### src/rtl/pix_col_readout.sv
module pix_col_readout #(
  parameter int NPIX = 192,
  parameter int THW  = 7,
  localparam int AW   = $clog2(NPIX),
  localparam int AMPW = $clog2(THW + 1)
) (
  input  logic                clk,
  input  logic                rst_n,
  input  logic [NPIX*THW-1:0] thermo_in,
  input  logic [NPIX*2-1:0]   cfg_in,
  input  logic                rd_en,
  output logic [AW-1:0]       addr_out,
  output logic [AMPW-1:0]     amp_out,
  output logic                valid_out,
  output logic                busy_out
);

  function automatic logic [AMPW-1:0] ones(input logic [THW-1:0] v);
    logic [AMPW-1:0] n;
    n = '0;
    for (int b = 0; b < THW; b++) n = n + AMPW'(v[b]);
    return n;
  endfunction

  logic [NPIX-1:0] hit_q, req, mask, force_rpt;
  logic [AMPW-1:0] amp_q [NPIX];
  logic [AW-1:0]   sel;
  logic            any_req, take;

  for (genvar p = 0; p < NPIX; p++) begin : g_pix
    assign mask[p]      = cfg_in[2*p];
    assign force_rpt[p] = cfg_in[2*p+1];
    assign req[p]       = hit_q[p] & ~mask[p];

    always_ff @(posedge clk or negedge rst_n) begin
      if (!rst_n) begin
        hit_q[p] <= 1'b0;
        amp_q[p] <= '0;
      end else if (mask[p]) begin
        hit_q[p] <= 1'b0;
      end else if (take && sel == AW'(p)) begin
        hit_q[p] <= 1'b0;
      end else if (!hit_q[p]) begin
        if (force_rpt[p]) begin
          hit_q[p] <= 1'b1;
          amp_q[p] <= AMPW'(THW);
        end else if (|thermo_in[p*THW +: THW]) begin
          hit_q[p] <= 1'b1;
          amp_q[p] <= ones(thermo_in[p*THW +: THW]);
        end
      end
    end

    AST_MASK_DROPS: assert property (@(posedge clk) disable iff (!rst_n)
      mask[p] |=> !hit_q[p]);
    AST_HELD_AMP: assert property (@(posedge clk) disable iff (!rst_n)
      ($past(hit_q[p]) && hit_q[p]) |-> $stable(amp_q[p]));
  end

  always_comb begin
    sel = '0;
    for (int i = NPIX - 1; i >= 0; i--)
      if (req[i]) sel = AW'(i);
  end

  assign any_req  = |req;
  assign take     = rd_en & any_req;
  assign busy_out = any_req;

  always_ff @(posedge clk or negedge rst_n) begin
    if (!rst_n) begin
      valid_out <= 1'b0;
      addr_out  <= '0;
      amp_out   <= '0;
    end else begin
      valid_out <= take;
      if (take) begin
        addr_out <= sel;
        amp_out  <= amp_q[sel];
      end
    end
  end

  AST_IDLE_NO_READ: assert property (@(posedge clk) disable iff (!rst_n)
    !rd_en |=> !valid_out);
  AST_READ_NEEDS_BUSY: assert property (@(posedge clk) disable iff (!rst_n)
    valid_out |-> $past(busy_out));
  AST_READ_CLEARS: assert property (@(posedge clk) disable iff (!rst_n)
    valid_out |-> !hit_q[addr_out]);
  AST_NO_REPEAT: assert property (@(posedge clk) disable iff (!rst_n)
    (valid_out && $past(valid_out)) |-> (addr_out != $past(addr_out)));

endmodule

### config.mk
export PLATFORM = sky130hd
export DESIGN_NAME = pix_col_readout
export DESIGN_NICKNAME = d
export VERILOG_FILES = /design/src/rtl/pix_col_readout.sv
export SDC_FILE = /design/constraint.sdc
export NUM_CORES = 2
export LEC_CHECK = 0
export BUFFER_PORTS_ARGS = -buffer_cell sky130_fd_sc_hd__buf_2
export CAP_MARGIN = 20
export CORE_AREA = 2 2 675 677
export CTS_CLUSTER_DIAMETER = 60
export DETAILED_ROUTE_END_ITERATION = 6
export DIE_AREA = 0 0 677 679
export GPL_ROUTABILITY_DRIVEN = 0
export PLACE_DENSITY_LB_ADDON = 0.12
export SYNTH_ARGS = -nofsm -noshare
export SYNTH_HDL_FRONTEND = slang
export SYNTH_SLANG_ARGS = --single-unit
### constraint.sdc
create_clock -name clk -period 10.7 [get_ports clk]
set_clock_uncertainty 0.1 [all_clocks]
set_input_delay 0.535 -clock clk [delete_from_list [all_inputs] [get_ports clk]]
set_output_delay 0.535 -clock clk [all_outputs]
set_load 0.01 [all_outputs]
==> results_dict.tcl <==
set metrics [dict create \
    hold_class "in2reg" \
    r2r_setup_slack_ps 2550 \
    slowest_delay_ps 1110 \
    clk_pin_slew_ps 50 \
    fin_crit_sh_pct 76.2 \
    routed_wl_um 487000 \
    die_x_um 677 \
    yosys_warnings 0 \
    insertion_delay_ps 840 \
    pwr-share-comb_pct 36.0 \
    die_area_sq_um 460000 \
    rows 247 \
    worstSetupStartpointType "register" \
    drc 0 \
    vias_per_cell 4.13 \
    irDropWorstVdd_v 0.0000882 \
    p_switching_w 0.00580 \
    post-place-cells 15100 \
    cts-root-buf "clkbuf_16" \
    report.final.slew_viol_count 0 \
    wire_per_inst_um 30.9 \
    clock_sinks 780 \
    cpMaxStageDelayCell "a221oi_4" \
    grt_max_degree 140 \
    synthToLayoutAreaGrowth_pct 39.7 \
    synthCells 7357 \
    syn_area_per_cell_sq_um 8.99 \
    seq_area_frac_synth_pct 29.5 \
    synth_area_sq_um 66200 \
    fin_cells 15800 \
    initial_utilization_pct 14.6 \
    num_io_pins 1744 \
    swShare_pct 40.2 \
    tns_ps 0 \
    crit_required_ps 11240 \
    reg2regPathDepth 14 \
    critical_path_class "reg2reg" \
    fin_crit_ps 8150 \
    crit_chain "nor2b_1, or4_1, a211oi_1, o211ai_1, a221o_1, a221oi_4, nand2_4, nor2_2, nand3_1, a31oi_1, o21ai_0, a311oi_1, buf_4, nand3_1" \
    synth.distinct_cells 93 \
    track_usage_pct 20.6 \
    antenna_found_initial 221 \
    grt_pass1_wl_um 638000 \
    power_w 0.0144 \
    dr.first_iter.drc_count 3913 \
    startpoint "hit_q[181]" \
    powerDensity_nw_per_um2 156 \
    ys.flop_type "dfrtp_1" \
    cts_buffer_depth 4 \
    numCtsBuffers 149 \
    arrival_ps 8690 \
    clkPwrFrac_pct 35.9 \
    htree_num_levels 4 \
    internal_power_w 0.00861 \
    syn-num-nets 10000 \
    hold_viol 0 \
    layout-drive-gt1-share_pct 23.5 \
    numPortBuffers 1743 \
    power_frac_seq_pct 28.0 \
    reg2reg_from "hit_q[181]" \
    synth_edf_count 0 \
    die_y_um 679 \
    drt_pass1_iterations 6 \
    overflow 0 \
    crit_path_max_fanout 16 \
    holdCritStartpoint "cfg_in[312]" \
    coreArea_sq_um 452000 \
    grt_pass1_vias 69500 \
    worst_slew_pin_slew_ps 1300 \
    routed-via-count 65200 \
    rsz0062_at_grt "no" \
    async_flop_share_pct 100 \
    layout.nets 12300 \
    clock.fmax_mhz 123 \
    holdPathStages 3 \
    cts-resized-gates 0 \
    finalSetupViolCount 0 \
    p_leak_nw 43.3 \
    cpMostUsedCell "nand3_1" \
    yosys_register_bits 780 \
    end_kind "register" \
    dpl.hpwl_um 423000 \
    cts_tree "yes" \
    slew-limit-headroom_pct 13.1 \
    antenna_left 0 \
    maxCapViolations 0 \
    status "complete, no violations" \
]
[cell usage after synthesis, types with 10 or more instances]
library cell	instances	area (sq um)
inv_1	1735	6510
nor2_1	1010	3790
dfrtp_1	780	19500
fa_1	768	15400
a31oi_1	454	2840
nor2b_1	377	2360
a21oi_1	363	1820
nand2_1	288	1080
ha_1	192	2400
nor4_1	163	1020
a41oi_1	157	1380
mux2i_1	145	1450
o22a_1	98	858
nor4b_1	81	709
nand3_1	67	335
nor3_1	67	335
nand2b_1	60	375
o21ai_0	57	285
clkbuf_1	52	195
buf_2	45	225
a211oi_1	32	240
o22ai_1	28	175
nand4_1	24	150
o211a_1	21	210
o211ai_1	21	158
o221ai_1	14	123
or3_1	13	81.3
or4_1	13	97.6
and3_1	12	75.1
a22oi_1	11	82.6
o31ai_1	11	82.6
a221oi_1	10	87.6
o311ai_0	10	87.6
[per-stage QoR]
step	hold slack, ps	area, sq um	util [%]	setup slack (ps)
global placement	360	83400	18.5	1320
global route	12.2	92400	20.4	2370
CTS	0.135	92300	20.4	2320
detailed placement	366	83700	18.5	2030
floorplan	139	66200	-	6620
finish	66.8	92400	20.5	2550
[routing by layer]
layer | GRT usage, % | part of all wire [%] | vias to the layer above
met1 | 26.2 | 43 | 33500
met3 | 2.85 | 4.4 | 591
met5 | 0 | 0.080 | -
met4 | 4.50 | 2.5 | 60
li1 | - | - | 28700
met2 | 36.8 | 50 | 2315
[power by group through the flow]
stage / sequential [W] / clock (W) / combinational [W]
finish: 0.00404 / 0.00518 / 0.00519
global route: 0.00410 / 0.00544 / 0.00572
CTS: 0.00406 / 0.00533 / 0.00533
detailed placement: 0.00410 / 0 / 0.00519
global placement: 0.00411 / 0 / 0.00513
floorplan: 0.00376 / 0 / 0.00238
[timing repair]
item | in CTS | in global routing
setup buffers | 0 | 0
hold endpoints to repair | 752 | 0
hold buffers | 326 | 0
[state kept, by name (all words and copies together) (netlist names)]
signal and flops:
amp_out 3, valid_out 1, addr_out 8, amp_q 576, hit_q 192
[worst max-delay path: cells and delay by family (launching register included)]
family | cells | cell delay, ps
compound gates | 7 | 4290
simple gates | 6 | 2870
flops | 1 | 370
buf+inv | 1 | 230
[layout by cell type, fill, tap and decap left out, types with 145 or more instances in the layout]
master	instances
nor2_1	982
ha_1	192
a21oi_1	362
clkbuf_16	153
dfrtp_1	780
mux2i_1	145
fa_1	768
nand2_1	268
nor2b_1	375
a41oi_1	157
dlygate4sd3_1	326
buf_2	1747
a31oi_1	454
inv_1	1735
[final timing paths]
check	end
worst max-delay path	amp_out[0]
worst min-delay path	hit_q[156]
worst max register to register	amp_out[0]
worst min register to register	addr_out[6]
max in group asynchronous	hit_q[164]
min in group asynchronous	hit_q[116]
[cell families (layout without fill, tap and decap cells)]
group                    count (synthesis)  in the layout  share of synthesized area (%)
AO/OA/AOI/OAI                         1392           1392                           14.3
adder cells (fa/ha/maj)                960            960                           26.9
buffers and inverters                 1844           4208                           10.6
flip-flops                             780            780                           29.5
multiplexers                           153            153                           2.33
other                                    0             69                              0
AND/OR/NAND/NOR                       2228           2228                           16.4
[final cells by class]
class / count / area (sq um)
clock buffers: 180 / 4090
repair buffers: 2207 / 13300
inverters: 1735 / 6510
flip-flops and latches: 780 / 19500
diodes: 69 / 173
clock inverters: 86 / 1170
multi-input cells: 4733 / 40200
well taps: 5976 / 7480
fillers: 50400 / 359000
Note: power is estimated with default switching activity, not from simulation.
